--- src/rtl/cwd_pkg.sv ---
package cwd_pkg;

   typedef enum logic [1:0] {
      LANE_LOW  = 2'd0,
      LANE_MID  = 2'd1,
      LANE_TOP  = 2'd2
   } lane_role_e;

   function automatic lane_role_e lane_role(input int idx, input int n_lanes);
      if (idx == 0)           return LANE_LOW;
      if (idx == n_lanes - 1) return LANE_TOP;
      return LANE_MID;
   endfunction

   function automatic int sel_width(input int n_lanes);
      return (n_lanes > 1) ? $clog2(n_lanes) : 1;
   endfunction

endpackage

--- src/rtl/cwd_cmp_bank.sv ---
module cwd_cmp_bank
   import cwd_pkg::*;
#(
   parameter int TMR_W  = 16,
   parameter int BYTE_W = 8,
   localparam int N_LANES = TMR_W / BYTE_W,
   localparam int SEL_W   = sel_width(N_LANES)
) (
   input  logic              clk_i,
   input  logic              rst_ni,
   input  logic              clr_i,
   input  logic              wr_en_i,
   input  logic [SEL_W-1:0]  wr_sel_i,
   input  logic [BYTE_W-1:0] wr_data_i,
   input  logic              wr_low_i,
   input  logic              wr_top_i,
   input  logic              cfg_we_i,
   input  logic              cfg_cmp_en_i,
   output logic [TMR_W-1:0]  val_o,
   output logic              en_o
);

   for (genvar g = 0; g < N_LANES; g++) begin : g_lane
      localparam logic [SEL_W-1:0] MY_SEL = SEL_W'(g);
      logic [BYTE_W-1:0] lane_q;

      always_ff @(posedge clk_i) begin
         if (!rst_ni || clr_i) begin
            lane_q <= '0;
         end else if (wr_en_i && (wr_sel_i == MY_SEL)) begin
            lane_q <= wr_data_i;
         end
      end

      assign val_o[g*BYTE_W +: BYTE_W] = lane_q;
   end

   logic en_q;

   always_ff @(posedge clk_i) begin
      if (!rst_ni || clr_i) begin
         en_q <= 1'b0;
      end else if (wr_low_i) begin
         en_q <= 1'b0;
      end else if (wr_top_i) begin
         en_q <= 1'b1;
      end else if (cfg_we_i) begin
         en_q <= cfg_cmp_en_i;
      end
   end

   assign en_o = en_q;

endmodule

--- src/rtl/cwd_match.sv ---
module cwd_match #(
   parameter int TMR_W = 16
) (
   input  logic             clk_i,
   input  logic             rst_ni,
   input  logic [TMR_W-1:0] timer_i,
   input  logic [TMR_W-1:0] val_i,
   input  logic             en_i,
   output logic             edge_o,
   output logic             match_o
);

   logic hit_c;
   logic hit_prev_q;
   logic match_q;

   assign hit_c  = en_i && (timer_i == val_i);
   assign edge_o = hit_c && !hit_prev_q;

   always_ff @(posedge clk_i) begin
      if (!rst_ni) begin
         hit_prev_q <= 1'b0;
         match_q    <= 1'b0;
      end else begin
         hit_prev_q <= hit_c;
         match_q    <= edge_o;
      end
   end

   assign match_o = match_q;

endmodule

--- src/rtl/cwd_arm.sv ---
module cwd_arm #(
   parameter bit IS_WDOG = 1'b1
) (
   input  logic clk_i,
   input  logic rst_ni,
   input  logic edge_i,
   input  logic cfg_we_i,
   input  logic cfg_wdog_en_i,
   output logic fire_o,
   output logic wdog_en_o,
   output logic int_rst_o
);

   if (IS_WDOG) begin : g_wdog
      logic armed_q;
      logic rst_q;

      assign fire_o = edge_i && armed_q;

      always_ff @(posedge clk_i) begin
         if (!rst_ni) begin
            armed_q <= 1'b0;
            rst_q   <= 1'b0;
         end else begin
            rst_q <= fire_o;
            if (fire_o) begin
               armed_q <= 1'b0;
            end else if (cfg_we_i) begin
               armed_q <= cfg_wdog_en_i;
            end
         end
      end

      assign wdog_en_o = armed_q;
      assign int_rst_o = rst_q;
   end else begin : g_plain
      logic unused_c;
      assign unused_c  = clk_i ^ rst_ni ^ edge_i ^ cfg_we_i ^ cfg_wdog_en_i;
      assign fire_o    = 1'b0;
      assign wdog_en_o = 1'b0;
      assign int_rst_o = 1'b0 & unused_c;
   end

endmodule

--- src/rtl/cmp_watchdog.sv ---
module cmp_watchdog
   import cwd_pkg::*;
#(
   parameter int TMR_W    = 16,
   parameter int BYTE_W   = 8,
   parameter int N_SLOTS  = 5,
   parameter int WDOG_IDX = 4,
   parameter int SLOT_IDX = 4,
   localparam int N_LANES = TMR_W / BYTE_W,
   localparam int SEL_W   = sel_width(N_LANES)
) (
   input  logic              clk_i,
   input  logic              rst_ni,
   input  logic [TMR_W-1:0]  timer_i,
   input  logic              wr_en_i,
   input  logic [SEL_W-1:0]  wr_sel_i,
   input  logic [BYTE_W-1:0] wr_data_i,
   input  logic              cfg_we_i,
   input  logic              cfg_cmp_en_i,
   input  logic              cfg_wdog_en_i,
   output logic [TMR_W-1:0]  cmp_val_o,
   output logic              cmp_en_o,
   output logic              wdog_en_o,
   output logic              match_o,
   output logic              int_rst_o
);

   localparam bit IS_WDOG = (SLOT_IDX == WDOG_IDX);
   localparam logic [SEL_W-1:0] LOW_SEL = '0;
   localparam logic [SEL_W-1:0] TOP_SEL = SEL_W'(N_LANES - 1);

   if (TMR_W % BYTE_W != 0) begin : g_bad_width
      $error("TMR_W must be a whole number of BYTE_W lanes");
   end
   if (N_LANES < 2) begin : g_bad_lanes
      $error("compare value needs at least two byte lanes");
   end
   if (WDOG_IDX < 0 || WDOG_IDX >= N_SLOTS) begin : g_bad_wdog
      $error("WDOG_IDX outside the slot array");
   end
   if (SLOT_IDX < 0 || SLOT_IDX >= N_SLOTS) begin : g_bad_slot
      $error("SLOT_IDX outside the slot array");
   end

   logic wr_low_c;
   logic wr_top_c;
   logic edge_c;
   logic fire_c;

   assign wr_low_c = wr_en_i && (wr_sel_i == LOW_SEL);
   assign wr_top_c = wr_en_i && (wr_sel_i == TOP_SEL);

   cwd_cmp_bank #(
      .TMR_W  (TMR_W),
      .BYTE_W (BYTE_W)
   ) u_bank (
      .clk_i        (clk_i),
      .rst_ni       (rst_ni),
      .clr_i        (fire_c),
      .wr_en_i      (wr_en_i),
      .wr_sel_i     (wr_sel_i),
      .wr_data_i    (wr_data_i),
      .wr_low_i     (wr_low_c),
      .wr_top_i     (wr_top_c),
      .cfg_we_i     (cfg_we_i),
      .cfg_cmp_en_i (cfg_cmp_en_i),
      .val_o        (cmp_val_o),
      .en_o         (cmp_en_o)
   );

   cwd_match #(
      .TMR_W (TMR_W)
   ) u_match (
      .clk_i   (clk_i),
      .rst_ni  (rst_ni),
      .timer_i (timer_i),
      .val_i   (cmp_val_o),
      .en_i    (cmp_en_o),
      .edge_o  (edge_c),
      .match_o (match_o)
   );

   cwd_arm #(
      .IS_WDOG (IS_WDOG)
   ) u_arm (
      .clk_i         (clk_i),
      .rst_ni        (rst_ni),
      .edge_i        (edge_c),
      .cfg_we_i      (cfg_we_i),
      .cfg_wdog_en_i (cfg_wdog_en_i),
      .fire_o        (fire_c),
      .wdog_en_o     (wdog_en_o),
      .int_rst_o     (int_rst_o)
   );

endmodule

--- config.mk ---
export PLATFORM = sky130hd
export DESIGN_NAME = cmp_watchdog
export DESIGN_NICKNAME = d
export VERILOG_FILES = /design/src/rtl/cwd_pkg.sv /design/src/rtl/cwd_cmp_bank.sv /design/src/rtl/cwd_match.sv /design/src/rtl/cwd_arm.sv /design/src/rtl/cmp_watchdog.sv
export SDC_FILE = /design/constraint.sdc
export NUM_CORES = 1
export LEC_CHECK = 0
export BUFFER_PORTS_ARGS = -buffer_cell sky130_fd_sc_hd__buf_2
export CAP_MARGIN = 10
export CORE_ASPECT_RATIO = 0.75
export CORE_MARGIN = 2
export CORE_UTILIZATION = 41
export CTS_CLUSTER_SIZE = 40
export DETAILED_ROUTE_END_ITERATION = 8
export PLACE_DENSITY = 0.86
export SKIP_CTS_REPAIR_TIMING = 1
export SLEW_MARGIN = 15
export SYNTH_ARGS = -nofsm -noshare
export SYNTH_HDL_FRONTEND = slang
export SYNTH_SLANG_ARGS = --single-unit
--- constraint.sdc ---
create_clock -name clk_i -period 1.6 [get_ports clk_i]
set_clock_uncertainty 0.15 [all_clocks]
set_input_delay 0.08 -clock clk_i [delete_from_list [all_inputs] [get_ports clk_i]]
set_output_delay 0.08 -clock clk_i [all_outputs]
set_load 0.05 [all_outputs]
# Word-level counts from Yosys, hierarchy flattened
# Cells that the tools add are included.
[totals] wordCells=23 ff_bits=21
[classes] eq_ne=1 n_mux=2 bitwise=2 reduce_logical=11
[ops] operator="$eq A16 B16 Y1" n=1
[ops] operator="$logic_and A1 B1 Y1" n=5
[ops] operator="$reduce_or A2 Y1" n=2
[ops] operator="$logic_not A1 Y1" n=2
[ops] operator="$mux W1" n=2
[ops] operator="$not A1 Y1" n=2
[ops] operator="$reduce_bool A2 Y1" n=1
[ops] operator="$logic_or A1 B1 Y1" n=1

# Depth between registers and ports, before layout
[logic_depth] word_depth=6 ltp_mapped=6

# By module
# Synthesis repeated with hierarchy kept, for this count alone.
[hier_totals] hier_cells=119 area_unflattened_um2=989.7
[by_module_without_submodules] module="cwd_cmp_bank" seq_area_each_um2=340.3 cells_per_inst=78 n_inst=1 area_each_um2=633.1
[by_module_without_submodules] module="cwd_match" seq_area_each_um2=40.0 cells_per_inst=33 n_inst=1 area_each_um2=261.5
[by_module_without_submodules] module="cwd_arm" seq_area_each_um2=40.0 cells_per_inst=6 n_inst=1 area_each_um2=78.8
[by_module_without_submodules] module="cmp_watchdog" seq_area_each_um2=0.0 cells_per_inst=2 n_inst=1 area_each_um2=16.3

# Worst setup path before layout
# OpenSTA, ideal clock, no wires.
[synth_path] path_type="register -> register" from="reg u_bank.g_lane[1].lane_q[6]" to="reg u_bank.en_q, in the netlist u_bank.en_o" path_stages_with_launch=6 period_less_slack_ps=1965 setup_slack_ps=-365 required_time_ps=1330 setup_ps=120 path_buffers=1 arrival_ps=1694 path_cell_list="dfxtp_1 -> xnor2_1 -> o2111ai_1 -> nor4_4 -> buf_6 -> a21oi_1"
[synth_via] elab_chain_len=6
[synth_lines] element="start: declaration" line="cwd_cmp_bank.sv:25" source="logic [BYTE_W-1:0] lane_q;"
[synth_lines] element="start signal: assignment" line="cwd_cmp_bank.sv:31" source="lane_q <= wr_data_i;"
[synth_lines] element="$eq A16 B16 Y1" line="cwd_match.sv:17" source="assign hit_c = en_i && (timer_i == val_i);"
[synth_lines] element="$logic_and A1 B1 Y1" line="cwd_match.sv:17"
[synth_lines] element="$logic_and A1 B1 Y1" line="cwd_match.sv:18" source="assign edge_o = hit_c && !hit_prev_q;"
[synth_lines] element="$logic_and A1 B1 Y1" line="cwd_arm.sv:18" source="assign fire_o = edge_i && armed_q;"
[synth_lines] element="$logic_or A1 B1 Y1" line="cwd_cmp_bank.sv:41" source="if (!rst_ni || clr_i) begin"
[synth_lines] element="$reduce_or A2 Y1 (no source line)"
[synth_lines] element="end signal: assignment" line="cwd_cmp_bank.sv:48" source="en_q <= cfg_cmp_en_i;"
[synth_lines] element="end: declaration" line="cwd_cmp_bank.sv:38" source="logic en_q;"
# Every way passes these cells.
# A chain may end at the register's enable or synchronous reset.

# Worst setup path in the final report
[layout_path] from="reg u_bank.g_lane[0].lane_q[4]" to="reg u_bank.g_lane[1].lane_q[6]"
[layout_via] elab_chain_len=5
[layout_lines] element="start: declaration" line="cwd_cmp_bank.sv:25"
[layout_lines] element="start signal: assignment" line="cwd_cmp_bank.sv:31"
[layout_lines] element="$eq A16 B16 Y1" line="cwd_match.sv:17"
[layout_lines] element="$logic_and A1 B1 Y1" line="cwd_match.sv:17"
[layout_lines] element="$logic_and A1 B1 Y1" line="cwd_match.sv:18"
[layout_lines] element="$logic_and A1 B1 Y1" line="cwd_arm.sv:18"
[layout_lines] element="$logic_or A1 B1 Y1" line="cwd_cmp_bank.sv:28" source="if (!rst_ni || clr_i) begin"
# Every way passes these cells.

==> results_dict.tcl <==
set metrics [dict create \
    wl_per_cell_um 13.64 \
    grt_pass1_vias 919 \
    cts_root_buf "clkbuf_4" \
    postLayoutCoreUtil_pct 65.72 \
    crit_arrival_ns 1.70 \
    m1WireLength_um 1253 \
    hold_depth 4 \
    ant_nets 0 \
    hold_violations 0 \
    wirelength_um 2851 \
    syn_to_final_growth_pct 46.60 \
    rsz0062_at_grt "yes" \
    portBuffers 50 \
    netlist_instances 115 \
    grtUsageTotal_pct 18.08 \
    die_w_um 62.95 \
    worstSkewPairLatency_ns 0.29 \
    crit_family "compound AO/OA/AOI/OAI gates" \
    slew_violations 0 \
    ff2ff_path_depth 5 \
    wl_met2_um 1399 \
    dp_hpwl_um 2097 \
    grt.overflow.total 0 \
    wl_met3_um 190 \
    relSlewSlack_pct 63.52 \
    crit_chain "inv_1 -> a222oi_1 -> and3_1 -> buf_4 -> a21oi_1" \
    ys_warn_count 0 \
    dr.first_iter.drc_count 38 \
    place_congestion 0.7087 \
    critPathCaptureType "flop" \
    critPathMaxStageDelay_ns 0.45 \
    clock.fmax_ghz 0.6027 \
    avgViaCountPerCell 4.952 \
    syn-cell-area_sq_um 1069 \
    worstPathRequired_ns 1.64 \
    drcViolationCount 0 \
    cts_tree "built" \
    yosysSeqAreaShare_pct 39.34 \
    tns_ns -0.5157 \
    grt_start_max_net_pins 20 \
    top_layer "met4" \
    fp.dieH_um 48.21 \
    hold_class "in2reg" \
    cp.depth 5 \
    syn_nets 146 \
    drtPass1Iterations 4 \
    clk_pin_slew_ns 0.11 \
    status "finished, violations left" \
    grt_pass1_wl_um 4202 \
    setup_viol 15 \
    crit_fanout 8 \
    critPathSlowestCell "a222oi_1" \
    drive_gt1_share_pct 63.43 \
    antenna_found_initial 0 \
    vias 1035 \
    worst-path-buf-inv 2 \
    cts_sinks 21 \
    die_area_sq_um 3035 \
    synth_area_per_cell_sq_um 9.292 \
    yosysUniqueCellTypes 24 \
    p_per_area_nw_per_um2 703.6 \
    io_pins 51 \
    min_period_ns 1.659 \
    num_rows 15 \
    dpl_worst_slack_ns -0.04954 \
    setup_slack_ns -0.05931 \
    p_leak_nw 0.7424 \
    worst_setup_path_start_kind "flop" \
    cts_buffer_depth 2 \
    path_class "reg2reg" \
    period_share_pct 103.7 \
    start_util_pct 44.83 \
    violations "setup timing" \
    ctsHtreeMaxLevel 1 \
    ys_seq_elements 21 \
    tightestPinTransition_ns 0.5415 \
    final_nets 207 \
    cts_buffers 3 \
    irDropWorstVdd_uv 371.1 \
    fp.coreArea_sq_um 2384 \
    num_antenna_cells 0 \
    maxCapViolCount 0 \
]
==> worst paths after layout <==
check,slack (ns),endpoint,start
setup / recovery,-0.06,u_bank.g_lane[1].lane_q[6],u_bank.g_lane[0].lane_q[4]
hold / removal,0.006,u_arm.wdog_en_o,cfg_wdog_en_i
setup reg to reg,-0.06,u_bank.g_lane[1].lane_q[6],u_bank.g_lane[0].lane_q[4]
hold reg to reg,0.28,u_match.match_o,u_match.hit_prev_q
==> layout make-up <==
type | instances | area, sq um
fill | 210 | 817.0
multi-input combinational | 84 | 656.9
sequential | 21 | 473.0
timing repair buffer | 62 | 352.8
tap | 34 | 42.54
clock buffer | 4 | 26.28
inverter | 4 | 15.01
==> tightest hold or removal path: stages <==
cell and delay (ns):
buf_2 0.07, mux2_2 0.13, nand2_1 0.04, a21oi_1 0.10
==> sequential cells by signal (all words and copies together), names as in the netlist <==
signal and flops:
u_match.match_o 1, u_match.hit_prev_q 1, u_bank.en_o 1, u_arm.int_rst_o 1, u_arm.wdog_en_o 1, u_bank.g_lane.lane_q 16
==> cells in the mapped netlist <==
master	count	share of area, %
xor2_1	7	5.7
nand2_1	18	6.3
inv_1	4	1.4
dfxtp_1	21	39
buf_6	1	1.1
or3_2	1	0.70
buf_2	2	0.94
and3_1	1	0.59
buf_4	1	0.70
xnor2_1	6	4.9
a21oi_1	18	8.4
mux2_2	18	19
nor2_1	1	0.35
a222oi_1	1	0.94
o21ai_0	1	0.47
clkbuf_1	2	0.70
nand4_1	2	1.2
nor4_4	1	2.0
nor4_1	1	0.59
nand2b_1	2	1.2
o211ai_1	1	0.70
o2111ai_1	1	0.82
nor3_1	3	1.4
nor2b_1	1	0.59
==> logic make-up after synthesis <==
| kind of cell | synth area share, % |
|---|---|
| AO/OA/AOI/OAI | 11.36 |
| buffers and inverters | 4.801 |
| flip-flops | 39.34 |
| AND/OR/NAND/NOR | 14.87 |
| XOR/XNOR | 10.66 |
| multiplexers | 18.97 |
==> cell usage in the layout (no fill, tap or decap), types with 2 or more instances in the layout <==
| cell | netlist | final |
|---|---|---|
| buf_4 | 1 | 8 |
| clkbuf_4 | 0 | 3 |
| mux2_2 | 18 | 18 |
| xnor2_1 | 6 | 4 |
| buf_6 | 1 | 2 |
| nand4_1 | 2 | 2 |
| dfxtp_1 | 21 | 3 |
| dfxtp_2 | 0 | 6 |
| a21oi_2 | 0 | 3 |
| dfxtp_4 | 0 | 12 |
| dlygate4sd3_1 | 0 | 2 |
| nand2_1 | 18 | 18 |
| nor3_2 | 0 | 2 |
| xnor2_2 | 0 | 2 |
| nand2b_1 | 2 | 2 |
| buf_2 | 2 | 50 |
| xor2_1 | 7 | 6 |
| inv_1 | 4 | 4 |
| a21oi_1 | 18 | 15 |
==> per-layer routing <==
metal  GRT usage (%)  up-vias
met4           1.333        0
li1                -      520
met3           5.543        2
met5               0        -
met1           23.21      474
met2           32.34       39
==> per-stage QoR <==
| stage | std cells | power [mW] | instance area [sq um] | hold WS (ns) |
|---|---|---|---|---|
| floorplan | 115 | 0.7608 | 1149 | 0.1338 |
| global placement | 201 | 0.8444 | 1459 | 0.2490 |
| detailed placement | 201 | 0.8524 | 1459 | 0.2615 |
| CTS | 205 | 1.101 | 1485 | -0.05061 |
| global route | 209 | 1.169 | 1567 | 0.009271 |
| finish | 209 | 1.102 | 1567 | 0.006078 |
==> power breakdown <==
group | total, mW | switching, mW | leakage (nW) | internal (mW)
Combinational | 0.295 | 0.173 | 0.545 | 0.122
Sequential | 0.558 | 0.0201 | 0.183 | 0.538
Clock | 0.249 | 0.152 | 0.0150 | 0.0971
Total | 1.10 | 0.345 | 0.742 | 0.757
No activity file was read; power rests on OpenSTA's default activity.
